`src/rtl/track_pkg.sv`:
```
package track_pkg;
    typedef enum logic [2:0] {
        PH_IDLE  = 3'd0,
        PH_ADDR  = 3'd1,
        PH_READ  = 3'd2,
        PH_WRITE = 3'd3,
        PH_WHOLD = 3'd4
    } phase_e;
endpackage

```
`src/rtl/track_strobe_dec.sv`:
```
module track_strobe_dec (
    input  logic strobe_mode,
    input  logic rd_n,
    input  logic wr_n,
    input  logic rw,
    input  logic ds_e,
    output logic rd_act,
    output logic wr_act
);
    always_comb begin
        if (strobe_mode) begin
            rd_act = ds_e & rw;
            wr_act = ds_e & ~rw;
        end else begin
            rd_act = ~rd_n;
            wr_act = ~wr_n;
        end
    end
endmodule

```
`src/rtl/track_phase_fsm.sv`:
```
module track_phase_fsm
    import track_pkg::*;
(
    input  logic   clk,
    input  logic   rst_n,
    input  logic   addr_stb,
    input  logic   en_addr,
    input  logic   rd_act,
    input  logic   wr_act,
    input  logic   en_din,
    input  logic   en_dout,
    output phase_e nxt
);
    phase_e cur;

    always_comb begin
        if (addr_stb && en_addr)       nxt = PH_ADDR;   // go_addr
        else if (rd_act && en_din)     nxt = PH_READ;   // go_read
        else if (wr_act && en_dout)    nxt = PH_WRITE;  // go_write
        else if (cur == PH_WRITE)      nxt = PH_WHOLD;  // go_hold
        else                           nxt = PH_IDLE;   // go_idle
    end

    always_ff @(posedge clk) begin
        if (!rst_n) cur <= PH_IDLE;
        else        cur <= nxt;
    end
endmodule

```
`src/rtl/track_drive_regs.sv`:
```
module track_drive_regs
    import track_pkg::*;
#(
    parameter int DATA_W = 8
) (
    input  logic              clk,
    input  logic              rst_n,
    input  phase_e            nxt,
    input  logic [DATA_W-1:0] bus_in,
    input  logic [DATA_W-1:0] port_in,
    output logic [DATA_W-1:0] bus_out,
    output logic              bus_oe,
    output logic [DATA_W-1:0] port_out,
    output logic              port_oe
);
    always_ff @(posedge clk) begin
        if (!rst_n) begin
            bus_out  <= '0;
            bus_oe   <= 1'b0;
            port_out <= '0;
            port_oe  <= 1'b0;
        end else begin
            unique case (nxt)
                PH_ADDR, PH_WRITE: begin
                    port_out <= bus_in;
                    port_oe  <= 1'b1;
                    bus_out  <= '0;
                    bus_oe   <= 1'b0;
                end
                PH_READ: begin
                    bus_out  <= port_in;
                    bus_oe   <= 1'b1;
                    port_out <= '0;
                    port_oe  <= 1'b0;
                end
                PH_WHOLD: begin
                    port_oe  <= 1'b1;
                    bus_out  <= '0;
                    bus_oe   <= 1'b0;
                end
                default: begin
                    bus_out  <= '0;
                    bus_oe   <= 1'b0;
                    port_out <= '0;
                    port_oe  <= 1'b0;
                end
            endcase
        end
    end
endmodule

```
`src/rtl/track_port.sv`:
```
module track_port
    import track_pkg::*;
#(
    parameter int DATA_W = 8
) (
    input  logic              clk,
    input  logic              rst_n,
    input  logic              strobe_mode,
    input  logic              addr_stb,
    input  logic              rd_n,
    input  logic              wr_n,
    input  logic              rw,
    input  logic              ds_e,
    input  logic              en_addr,
    input  logic              en_din,
    input  logic              en_dout,
    input  logic [DATA_W-1:0] bus_in,
    output logic [DATA_W-1:0] bus_out,
    output logic              bus_oe,
    input  logic [DATA_W-1:0] port_in,
    output logic [DATA_W-1:0] port_out,
    output logic              port_oe
);
    logic   rd_act;
    logic   wr_act;
    phase_e nxt;

    track_strobe_dec u_dec (
        .strobe_mode (strobe_mode),
        .rd_n        (rd_n),
        .wr_n        (wr_n),
        .rw          (rw),
        .ds_e        (ds_e),
        .rd_act      (rd_act),
        .wr_act      (wr_act)
    );

    track_phase_fsm u_fsm (
        .clk      (clk),
        .rst_n    (rst_n),
        .addr_stb (addr_stb),
        .en_addr  (en_addr),
        .rd_act   (rd_act),
        .wr_act   (wr_act),
        .en_din   (en_din),
        .en_dout  (en_dout),
        .nxt      (nxt)
    );

    track_drive_regs #(.DATA_W(DATA_W)) u_drv (
        .clk      (clk),
        .rst_n    (rst_n),
        .nxt      (nxt),
        .bus_in   (bus_in),
        .port_in  (port_in),
        .bus_out  (bus_out),
        .bus_oe   (bus_oe),
        .port_out (port_out),
        .port_oe  (port_oe)
    );
endmodule

```
`config.mk`:
```
export PLATFORM = sky130hd
export DESIGN_NAME = track_port
export DESIGN_NICKNAME = d
export VERILOG_FILES = /design/src/rtl/track_pkg.sv /design/src/rtl/track_strobe_dec.sv /design/src/rtl/track_phase_fsm.sv /design/src/rtl/track_drive_regs.sv /design/src/rtl/track_port.sv
export SDC_FILE = /design/constraint.sdc
export NUM_CORES = 1
export LEC_CHECK = 0
export BUFFER_PORTS_ARGS = -buffer_cell sky130_fd_sc_hd__buf_4
export CAP_MARGIN = 20
export CORE_MARGIN = 4
export CORE_UTILIZATION = 39
export CTS_CLUSTER_SIZE = 20
export DETAILED_ROUTE_END_ITERATION = 8
export GPL_TIMING_DRIVEN = 0
export PLACE_DENSITY = 0.76
export SLEW_MARGIN = 20
export SYNTH_ARGS = -nofsm -noshare
export SYNTH_HDL_FRONTEND = slang
export SYNTH_SLANG_ARGS = --single-unit
```
`constraint.sdc`:
```
create_clock -name clk -period 1.2 [get_ports clk]
set_input_delay 0.06 -clock clk [delete_from_list [all_inputs] [get_ports clk]]
set_output_delay 0.06 -clock clk [all_outputs]
set_load 0.02 [all_outputs]
```
==> results by group, run 1 <==
Route
  – Via count: 670
  – Met2 wire length: approximately 1100 microns
  – Number of vias per cell after detailed routing: just under 5
  – Antenna Violating Nets Remaining: 0
  – Detailed-routing wirelength on met1: about 730 microns
  – Wire length reported by the detailed router: around 2000 microns
  – Uppermost layer routed: met4
  – Met3 Wirelength: between 100 and 150 microns
  – DRC violation total after the first TritonRoute iteration: 11
  – First drt pass iteration count: 4
  – Routed length per instance: 14.6 microns
  – Post-detailed-route DRC marker count: 0

Synthesis
  – Synth Instances: 56
  – Cell taking the most area after synthesis: sky130_fd_sc_hd__dfxtp_1
  – Adder and majority cell fraction of the synthesized area: 0%
  – Mapped cell area: just under 700 sq um
  – Combinational family with the most area after synthesis: compound AO/OA/AOI/OAI gates
  – Xor-xnor portion of the synthesized cell area: 0%
  – Cell variety after synth: 17
  – Per-instance average area after synthesis: around 12 sq um
  – Largest cells by area after synthesis: sky130_fd_sc_hd__dfxtp_1 61%, sky130_fd_sc_hd__a32o_1 12%, sky130_fd_sc_hd__and2_1 8.2%, sky130_fd_sc_hd__o21ai_2 2.6%, sky130_fd_sc_hd__o21ai_4 2.4%
  – Mux contribution to synthesized area: 0%
  – Share of the yosys chip area belonging to registers: between 60 and 70%
  – Top cell type's share of synthesized area: 61.4%
  – Synthesized Nets: 83
  – Synth Area in Simple Gates: about 15%
  – Synth Area in Compound Gates: approximately a fifth
  – Yosys warning total: 0
  – Post-synthesis sequential element count: 21

Floorplan
  – Chip Height: approximately 50 microns
  – Core Region: between 1500 and 2000 sq um
  – Initial cell density of the core: between 40% and 50%
  – Count of standard-cell rows: 14
  – DIE AREA: around 2500 sq um
  – Top Ports: 45
  – Die width: 49.9 microns

Power
  – Power density normalized to cell area: around 1100 nW/um^2
  – Static leakage: roughly 0.57 nW
  – Total Power: between 0.001 and 0.0015 W
  – VDD IR-drop max: 0.934 mV

Worst setup path
  – Class of the most critical setup path: reg2reg
  – Arrival time of data at the critical path endpoint: roughly 1.2 ns
  – Largest fanout on the critical path: 10
  – Type of origin of the critical path: flop
  – CP Capture Type: flop
  – Data required, critical path: ~1.4 ns

Placement
  – Final HPWL DP: about 1300 microns
  – Placed Cells: around 120
  – PortBufs: 44
  – Gpl congestion: between 0.6 and 0.7

Global route
  – Largest net degree at the start of global routing: 14
  – Initial antenna violation count: 0
  – GRT overflow: 0
  – Number of global-route vias before repair: 669
  – Overall fraction of global-route tracks in use: ~17%
  – First-pass GRT wire length: around 3100 microns

CTS
  – Hold-fix buffers at CTS: 16
  – Post-cts gate resize count: 0
  – Clock buffer depth: 2
  – H-tree lvl count: 1
  – Clock tree from TritonCTS: yes
  – CTS root buf: sky130_fd_sc_hd__clkbuf_4
  – Clock insertion delay at the later pin of the skew report: approximately 0.31 ns
  – TritonCTS buffer count: 3
  – Clock Pin Slew Worst Setup and Hold Paths: about 0.12 ns
  – # Post-CTS Setup Buffers: 0
  – CTS sink count: 21

Timing
  – RSZ-0062 raised after global routing: no
  – Setup Skew: between 0.005 and 0.006 ns
  – Max Clk Rate: between 900 and 1000 MHz
  – Total negative slack for setup checks: 0 ns
  – Final count of negative-setup-slack endpoints: 0
  – Number of endpoints with negative hold slack in the final report: 0
  – Crit path time final: about 1.0 ns
  – Slew Viols, Final: 0
  – Max-slew headroom: roughly 71%
  – Actual slew at the worst max-slew pin: 0.428 ns
  – Final period util: between 80% and 90%

Layout
  – Share of the core filled with cells: between 70 and 80%
  – Area delta synth->final: 79.0%
  – Share of cells above drive strength 1: 45.8%
  – Number of nets in the layout: 148
  – Final cell count without fillers: 136
  – Diodes inserted: 0

Run
  – Number of maximum-capacitance violations: 0

Min path
  – Tightest Hold Check Type: in2reg

Status
  – Outcome: finished, final reports clean
## routing by layer
| metal | GRT usage, % | up-vias |
|---|---|---|
| met3 | 2.41 | 4 |
| met4 | 10.1 | 0 |
| met5 | 0 | - |
| met2 | 31.7 | 25 |
| li1 | - | 331 |
| met1 | 16.6 | 310 |
## cell type report
cell class,instances,area (sq um)
timing repair buffer,60,490
sequential,21,420
fill,104,352
multi-input combinational,33,249
clock buffer,3,22.5
tap,16,20.0
buffer,2,15.0
clock inverter,1,7.51
## critical path, cell delays in order (launching register included)
cell and delay, ns:
sky130_fd_sc_hd__dfxtp_1 0.32, sky130_fd_sc_hd__nand2_1 0.05, sky130_fd_sc_hd__nor3_1 0.04, sky130_fd_sc_hd__and3_1 0.19, sky130_fd_sc_hd__buf_6 0.14, sky130_fd_sc_hd__a32o_1 0.20
## stage by stage
step / worst slack (ns) / cell area (sq um) / hold WS, ns
after global placement: 0.0837 / 1030 / 0.261
after detailed placement: 0.0752 / 1030 / 0.265
after CTS: 0.162 / 1220 / 0.0373
after floorplan: 0.241 / 684 / 0.182
after global routing: 0.0562 / 1220 / 0.0462
final: 0.170 / 1220 / 0.0404
## worst paths after layout
kind,startpoint,end,slack (ns),depth (start not counted)
max,u_fsm.cur[1]$_SDFF_PN0_,u_drv.port_out[3]$_SDFFE_PN0P_,0.17,5
min,en_din,u_fsm.cur[1]$_SDFF_PN0_,0.04,3
max reg2reg,u_fsm.cur[1]$_SDFF_PN0_,u_drv.port_out[3]$_SDFFE_PN0P_,0.17,5
min reg2reg,u_drv.port_out[5]$_SDFFE_PN0P_,u_drv.port_out[5]$_SDFFE_PN0P_,0.48,1
## registers in the layout (all words and copies together), names as in the netlist
signal / flops
u_drv.port_oe: 1
u_drv.bus_out: 8
u_drv.port_out: 8
u_fsm.cur: 3
u_drv.bus_oe: 1
## logic make-up (layout without fill, tap and decap cells)
family / after synthesis / in the layout
and+or+nand+nor: 18 / 18
DFF: 21 / 21
AOI/OAI and AO/OA: 15 / 15
buffers and inverters: 2 / 66
## placed cells by master (no fill, tap or decap)
master / Yosys / final
sky130_fd_sc_hd__nor3_1: 1 / 1
sky130_fd_sc_hd__buf_6: 1 / 1
sky130_fd_sc_hd__nand2_1: 2 / 2
sky130_fd_sc_hd__o21a_1: 1 / 1
sky130_fd_sc_hd__buf_4: 0 / 44
sky130_fd_sc_hd__and3b_1: 1 / 1
sky130_fd_sc_hd__clkinvlp_4: 0 / 1
sky130_fd_sc_hd__o21ai_4: 1 / 1
sky130_fd_sc_hd__dlygate4sd3_1: 0 / 16
sky130_fd_sc_hd__a21bo_2: 1 / 1
sky130_fd_sc_hd__nor2_1: 2 / 2
sky130_fd_sc_hd__o21ai_2: 2 / 2
sky130_fd_sc_hd__dfxtp_1: 21 / 21
sky130_fd_sc_hd__a21oi_1: 1 / 1
sky130_fd_sc_hd__clkbuf_4: 0 / 3
sky130_fd_sc_hd__a21o_2: 1 / 1
sky130_fd_sc_hd__and3_1: 2 / 2
sky130_fd_sc_hd__clkbuf_1: 1 / 1
sky130_fd_sc_hd__nor2_2: 1 / 1
sky130_fd_sc_hd__and2_1: 9 / 9
sky130_fd_sc_hd__a32o_1: 8 / 8
## power breakdown
group          switching [W]  internal [W]  leakage (nW)  total [W]
logic              0.0000900      0.000139         0.388   0.000229
clock network       0.000222      0.000127        0.0139   0.000349
registers         0.00000907      0.000721         0.171   0.000730
total               0.000321      0.000987         0.573    0.00131
## cells in the mapped netlist (all sizes together)
master and n:
a21bo 1, a21o 1, a21oi 1, a32o 8, and2 9, and3 2, and3b 1, buf 1
clkbuf 1, dfxtp 21, nand2 2, nor2 3, nor3 1, o21a 1, o21ai 3
No activity file was read; power rests on OpenSTA's default activity.
==> inputs of run 2 (changes only) <==
--- a/config.mk
+++ b/config.mk
@@ -5,14 +5,15 @@
 export SDC_FILE = /design/constraint.sdc
 export NUM_CORES = 1
 export LEC_CHECK = 0
+export ABC_CLOCK_PERIOD_IN_PS = 1200
 export BUFFER_PORTS_ARGS = -buffer_cell sky130_fd_sc_hd__buf_4
 export CAP_MARGIN = 20
 export CORE_MARGIN = 4
-export CORE_UTILIZATION = 39
+export CORE_UTILIZATION = 40
+export CTS_BUF_LIST = sky130_fd_sc_hd__clkbuf_8
 export CTS_CLUSTER_SIZE = 20
 export DETAILED_ROUTE_END_ITERATION = 8
-export GPL_TIMING_DRIVEN = 0
-export PLACE_DENSITY = 0.76
+export PLACE_DENSITY = 0.78
 export SLEW_MARGIN = 20
 export SYNTH_ARGS = -nofsm -noshare
 export SYNTH_HDL_FRONTEND = slang
==> run 2 against run 1 <==
Clock skew is 0.0013 ns lower. Core utilization is 8.8 points lower. Combinational power is 19% lower. Register-to-register slack better by 0.02 ns. Routed wire length is 16% lower. Flip-flop and latch count stayed put. Largest cell class is now registers. Largest power group unchanged. Highest routed layer is now met3.
==> results by group, run 2 (synthesized netlist as in run 1, its figures left out) <==
Status
  – Outcome: finished, final reports clean

Timing
  – Max-slew headroom: just over 80%
  – Actual slew at the worst max-slew pin: roughly 0.29 ns
  – Final count of negative-setup-slack endpoints: 0
  – Final period util: approximately 84%
  – Crit path time final: 1.01 ns
  – Worst setup slack after layout: ~0.19 ns
  – Slew Viols, Final: 0
  – Max Clk Rate: 988 MHz
  – Setup Skew: 0.00409 ns
  – Minimum hold slack: around 0.0075 ns
  – RSZ-0062 raised after global routing: no
  – Number of endpoints with negative hold slack in the final report: 0

CTS
  – Hold-fix buffers at CTS: 0
  – Clock buffer depth: 2
  – Clock Pin Slew Worst Setup and Hold Paths: 0.07 ns
  – Clock insertion delay at the later pin of the skew report: ~0.25 ns
  – TritonCTS buffer count: 3
  – CTS sink count: 21
  – CTS root buf: sky130_fd_sc_hd__clkbuf_8
  – H-tree lvl count: 1
  – Clock tree from TritonCTS: yes

Worst setup path
  – Data required, critical path: 1.40 ns
  – CP Capture Type: flop
  – Arrival time of data at the critical path endpoint: 1.21 ns
  – Setup slack on the worst flop-to-flop path: 0.19 ns
  – Longest individual stage delay on the worst path: between 0.3 and 0.4 ns
  – Number of buffer and inverter stages on the critical path: 0
  – Cell breakdown of the critical path: nand2_1 > nor3_1 > and3_2 > a32o_1
  – Largest fanout on the critical path: 10
  – Class of the most critical setup path: reg2reg
  – Slowest stage cell, crit path: sky130_fd_sc_hd__and3_2
  – Type of origin of the critical path: flop
  – CP top delay family: simple AND/OR/NAND/NOR gates

Global route
  – Initial antenna violation count: 0
  – Largest net degree at the start of global routing: 12
  – GRT overflow: 0
  – First-pass GRT wire length: 2750 microns
  – Overall fraction of global-route tracks in use: roughly 15%
  – Number of global-route vias before repair: between 600 and 700

Route
  – First drt pass iteration count: 4
  – DRC violation total after the first TritonRoute iteration: 18
  – Post-detailed-route DRC marker count: 0
  – Number of vias per cell after detailed routing: around 5.0
  – Routed length per instance: 14.0 microns
  – Via count: a little under 600
  – Wire length reported by the detailed router: approximately 1700 microns
  – Antenna Violating Nets Remaining: 0

Placement
  – Setup slack at placement: -0.0152 ns
  – Gpl congestion: about 0.67
  – Final HPWL DP: 1330 microns
  – PortBufs: between 40 and 50

Power
  – Total Power: between 0.001 and 0.0015 W
  – Static leakage: about 0.52 nW
  – VDD IR-drop max: about 0.93 mV
  – Power density normalized to cell area: between 1000 and 1500 nW/um^2

Floorplan
  – Die width: about 50 microns
  – Top Ports: 45
  – Count of standard-cell rows: 14
  – Initial cell density of the core: between 40% and 50%
  – Core Region: about 1600 sq um
  – Chip Height: 49.4 microns
  – DIE AREA: between 2000 and 2500 sq um

Layout
  – Number of nets in the layout: 131
  – Most frequent cells in the layout: 45 x sky130_fd_sc_hd__buf_4, 21 x sky130_fd_sc_hd__dfxtp_1, 9 x sky130_fd_sc_hd__and2_1
  – Share of cells above drive strength 1: between 50% and 60%
  – Area delta synth->final: 56.9%
  – Most common cell after layout, fill and taps aside: sky130_fd_sc_hd__buf_4
  – Share of the core filled with cells: 68.9%
  – Registers with the highest flip-flop counts: u_drv.bus_out (8), u_drv.port_out (8), u_fsm.cur (3)
  – Diodes inserted: 0

Run
  – Number of maximum-capacitance violations: 0

Min path
  – Tightest Hold Check Type: in2reg
[run 2: changes by cell type in the layout (fill, tap and decap cells not counted)]
cell                            delta
sky130_fd_sc_hd__clkbuf_4          -3
sky130_fd_sc_hd__clkbuf_8          +3
sky130_fd_sc_hd__and3_2            +1
sky130_fd_sc_hd__clkbuf_1          -1
sky130_fd_sc_hd__dlygate4sd3_1    -16
sky130_fd_sc_hd__and3_1            -1
sky130_fd_sc_hd__clkinvlp_4        -1
sky130_fd_sc_hd__inv_1             +1
sky130_fd_sc_hd__buf_6             -1
sky130_fd_sc_hd__buf_4             +1
[run 2: what timing repair did]
item,4_1_cts,5_1_grt
gates resized for setup,0,1
hold endpoints to repair,0,0
buffers inserted,0,0
endpoints found under the setup margin,0,1
[run 2: layer usage]
layer | share of wire (%) | track usage (%)
met1 | 38 | 15.2
met4 | 0 | 5.69
met3 | 11 | 5.50
met2 | 51 | 26.3
met5 | 0 | 0
[run 2: layout make-up]
cell class	instances	area, sq um
Fill cell	133	485
Sequential cell	21	420
Timing Repair Buffer	45	338
Multi-Input combinational cell	33	250
Clock buffer	3	41.3
Tap cell	16	20.0
Clock inverter	1	3.75
[run 2: path summary, 6_finish.rpt]
check / cells past startpoint / endpoint / startpoint
max: 4 / u_drv.port_out[4]$_SDFFE_PN0P_ / u_fsm.cur[1]$_SDFF_PN0_
max reg2reg: 4 / u_drv.port_out[4]$_SDFFE_PN0P_ / u_fsm.cur[1]$_SDFF_PN0_
min reg2reg: 1 / u_drv.port_out[3]$_SDFFE_PN0P_ / u_drv.port_out[3]$_SDFFE_PN0P_
min: 2 / u_drv.bus_out[0]$_SDFF_PN0_ / port_in[0]
[run 2: report_power, final]
part	switching (W)	leakage (nW)	total (W)	internal, W
Sequential	0.00000908	0.171	0.000730	0.000721
Clock	0.000202	0.0269	0.000429	0.000227
Combinational	0.0000800	0.318	0.000186	0.000106
Total	0.000291	0.516	0.00135	0.00105
[run 2: through the flow]
| step | TNS (ns) | std cells | area [sq um] |
|---|---|---|---|
| floorplan | 0 | 56 | 684 |
| global placement | 0 | 115 | 1030 |
| detailed placement | -0.0411 | 115 | 1030 |
| CTS | 0 | 119 | 1070 |
| global route | 0 | 119 | 1070 |
| finish | 0 | 119 | 1070 |
==> inputs of run 3 (changes only) <==
--- a/config.mk
+++ b/config.mk
@@ -5,7 +5,8 @@
 export SDC_FILE = /design/constraint.sdc
 export NUM_CORES = 1
 export LEC_CHECK = 0
-export ABC_CLOCK_PERIOD_IN_PS = 1200
+export ABC_AREA = 1
+export ABC_CLOCK_PERIOD_IN_PS = 990
 export BUFFER_PORTS_ARGS = -buffer_cell sky130_fd_sc_hd__buf_4
 export CAP_MARGIN = 20
 export CORE_MARGIN = 4
@@ -13,7 +14,7 @@
 export CTS_BUF_LIST = sky130_fd_sc_hd__clkbuf_8
 export CTS_CLUSTER_SIZE = 20
 export DETAILED_ROUTE_END_ITERATION = 8
-export PLACE_DENSITY = 0.78
+export PLACE_DENSITY = 0.75
 export SLEW_MARGIN = 20
 export SYNTH_ARGS = -nofsm -noshare
 export SYNTH_HDL_FRONTEND = slang
==> constraint.sdc (replaced) <==
create_clock -name clk -period 0.99 [get_ports clk]
set_input_delay 0.0495 -clock clk [delete_from_list [all_inputs] [get_ports clk]]
set_output_delay 0.0495 -clock clk [all_outputs]
set_load 0.02 [all_outputs]
==> run 3 against run 2 <==
Register-to-register slack lost 0.16 ns. Critical path depth is the same. Via count grew 27%. Fmax grew 5.1%. Clock power grew 28%. Largest power group unchanged. Highest routed layer is now met4.
==> results by group, run 3 <==
Run
  – Number of maximum-capacitance violations: 0

Placement
  – PortBufs: 44
  – Final HPWL DP: about 1600 microns
  – Gpl congestion: ~0.71
  – Setup slack at placement: roughly 0.064 ns

Synthesis
  – Cell taking the most area after synthesis: sky130_fd_sc_hd__dfxtp_1
  – Per-instance average area after synthesis: between 8 and 9 sq um
  – Share of the yosys chip area belonging to registers: 53.5%
  – Cell variety after synth: 16
  – Mapped cell area: roughly 790 sq um
  – Leading register cell type out of synthesis: sky130_fd_sc_hd__dfxtp_1
  – Leading cell types by count after synthesis: 21 x sky130_fd_sc_hd__dfxtp_1, 13 x sky130_fd_sc_hd__inv_1, 13 x sky130_fd_sc_hd__nand2_1
  – Largest cells by area after synthesis: sky130_fd_sc_hd__dfxtp_1 54%, sky130_fd_sc_hd__nand4_1 6.4%, sky130_fd_sc_hd__inv_1 6.2%, sky130_fd_sc_hd__nand2_1 6.2%, sky130_fd_sc_hd__nand3_1 5.7%
  – Post-synthesis sequential element count: 21
  – Yosys warning total: 0
  – EDFF count, synth: 0
  – Most repeated cell in the gate-level netlist after synthesis: sky130_fd_sc_hd__dfxtp_1
  – Top cell type's share of synthesized area: a little over half
  – FFs w/ async S/R, synth: 0%
  – Synthesized Nets: between 100 and 150
  – Synth Instances: 89

Timing
  – RSZ-0062 raised after global routing: yes
  – Worst setup slack after layout: 0.0271 ns
  – Minimum hold slack: between 0.002 and 0.003 ns
  – Slew Viols, Final: 0
  – Actual slew at the worst max-slew pin: between 0.2 and 0.25 ns
  – Setup Skew: 0.00523 ns
  – Number of endpoints with negative hold slack in the final report: 0
  – Total negative slack for setup checks: 0 ns
  – Final period util: 97.3%
  – Max-slew headroom: 84.7%
  – Crit path time final: 0.963 ns
  – Max Clk Rate: ~1000 MHz
  – Final count of negative-setup-slack endpoints: 0

CTS
  – Clock tree from TritonCTS: yes
  – Clock buffer depth: 2
  – CTS sink count: 21
  – Clock insertion delay at the later pin of the skew report: around 0.26 ns
  – TritonCTS buffer count: 3
  – # Post-CTS Setup Buffers: 0
  – H-tree lvl count: 1
  – CTS root buf: sky130_fd_sc_hd__clkbuf_8
  – Clock Pin Slew Worst Setup and Hold Paths: about 0.08 ns
  – Post-cts gate resize count: 0
  – Hold-fix buffers at CTS: 0

Floorplan
  – Core Region: around 1800 sq um
  – Top Ports: 45
  – Count of standard-cell rows: 15
  – DIE AREA: between 2000 and 3000 sq um
  – Initial cell density of the core: roughly 44%
  – Chip Height: around 52 microns
  – Die width: between 50 and 60 microns

Layout
  – Diodes inserted: 0
  – Most frequent cells in the layout: 45 x sky130_fd_sc_hd__buf_4, 21 x sky130_fd_sc_hd__dfxtp_1, 13 x sky130_fd_sc_hd__inv_1, 13 x sky130_fd_sc_hd__nand2_1
  – Most common cell after layout, fill and taps aside: sky130_fd_sc_hd__buf_4
  – Number of nets in the layout: roughly 170
  – Share of the core filled with cells: 66.4%
  – Registers with the highest flip-flop counts: u_drv.bus_out (8), u_drv.port_out (8), u_fsm.cur (3)
  – Share of cells above drive strength 1: between 40% and 50%
  – Layout filler cell count: approximately 170
  – Area delta synth->final: 52.2%

Worst setup path
  – CP Capture Type: flop
  – Class of the most critical setup path: reg2reg
  – Arrival time of data at the critical path endpoint: between 1 and 1.5 ns
  – Data required, critical path: ~1.2 ns
  – Largest fanout on the critical path: 4
  – Type of origin of the critical path: flop

Global route
  – Grt met2 use: between 20 and 30%
  – Number of global-route vias before repair: approximately 710
  – GR Layer Usage met3: between 7 and 8%
  – Overall fraction of global-route tracks in use: around 16%
  – GRT overflow: 0
  – First-pass GRT wire length: 3080 microns
  – Met1 Resource Use GR: about 14%
  – Largest net degree at the start of global routing: 13
  – Routing layer with the top usage in global route: met2
  – Initial antenna violation count: 0

Power
  – Total Power: roughly 0.0017 W
  – VDD IR-drop max: 0.943 mV
  – Power density normalized to cell area: ~1400 nW/um^2
  – Static leakage: ~0.64 nW

Status
  – Outcome: finished, final reports clean

Route
  – First drt pass iteration count: 4
  – DRC violation total after the first TritonRoute iteration: 5
  – Post-detailed-route DRC marker count: 0
  – Wire length reported by the detailed router: between 2000 and 2500 microns
  – Antenna Violating Nets Remaining: 0
  – Via count: 750
  – Number of vias per cell after detailed routing: roughly 4.6
  – Routed length per instance: 12.6 microns

Min path
  – Tightest Hold Check Type: in2reg
## run 3: cell families after synthesis
group / synth area share [%]
simple gates: 33.0
flops: 53.5
buf+inv: 9.24
compound gates: 4.30
## run 3: layout make-up
type                    count  area (sq um)  share of cell area, %
flip-flops and latches     21           420                   35.1
repair buffers             45           338                   28.2
multi-input cells          52           304                   25.4
inverters                  15          56.3                   4.71
clock buffers               3          41.3                   3.45
well taps                  25          31.3                   2.62
clock inverters             1          5.00                  0.418
## run 3: report_power, final
group          total (W)  internal, W  switching (W)
registers       0.000891     0.000877      0.0000135
clock network   0.000547     0.000280       0.000267
logic           0.000281     0.000133       0.000147
## run 3: metrics by stage
step,area [sq um],std cells
detailed placement,1140,157
floorplan,786,89
finish,1200,162
CTS,1180,161
global route,1200,162
global placement,1140,157
## run 3: worst max-delay path: stages, from the launching register on
cell and delay [ns]:
sky130_fd_sc_hd__dfxtp_1 0.30, sky130_fd_sc_hd__nand3b_1 0.23, sky130_fd_sc_hd__nor2_2 0.20, sky130_fd_sc_hd__nand4_1 0.11, sky130_fd_sc_hd__nand2_1 0.07
## run 3: path summary, 6_finish.rpt
check	startpoint	end	cells after the start	slack, ns
worst max-delay path	u_fsm.cur[2]$_SDFF_PN0_	u_drv.port_out[3]$_SDFFE_PN0P_	4	0.03
worst min-delay path	port_in[3]	u_drv.bus_out[3]$_SDFF_PN0_	3	0.003
worst max register to register	u_fsm.cur[2]$_SDFF_PN0_	u_drv.port_out[3]$_SDFFE_PN0P_	4	0.03
worst min register to register	u_drv.port_out[6]$_SDFFE_PN0P_	u_drv.port_out[6]$_SDFFE_PN0P_	2	0.48
## run 3: metal layers
metal  wire [microns]  up-vias
met2             1070       43
met1              672      327
met5                0        -
li1                 -      378
met3              278        2
met4               13        0
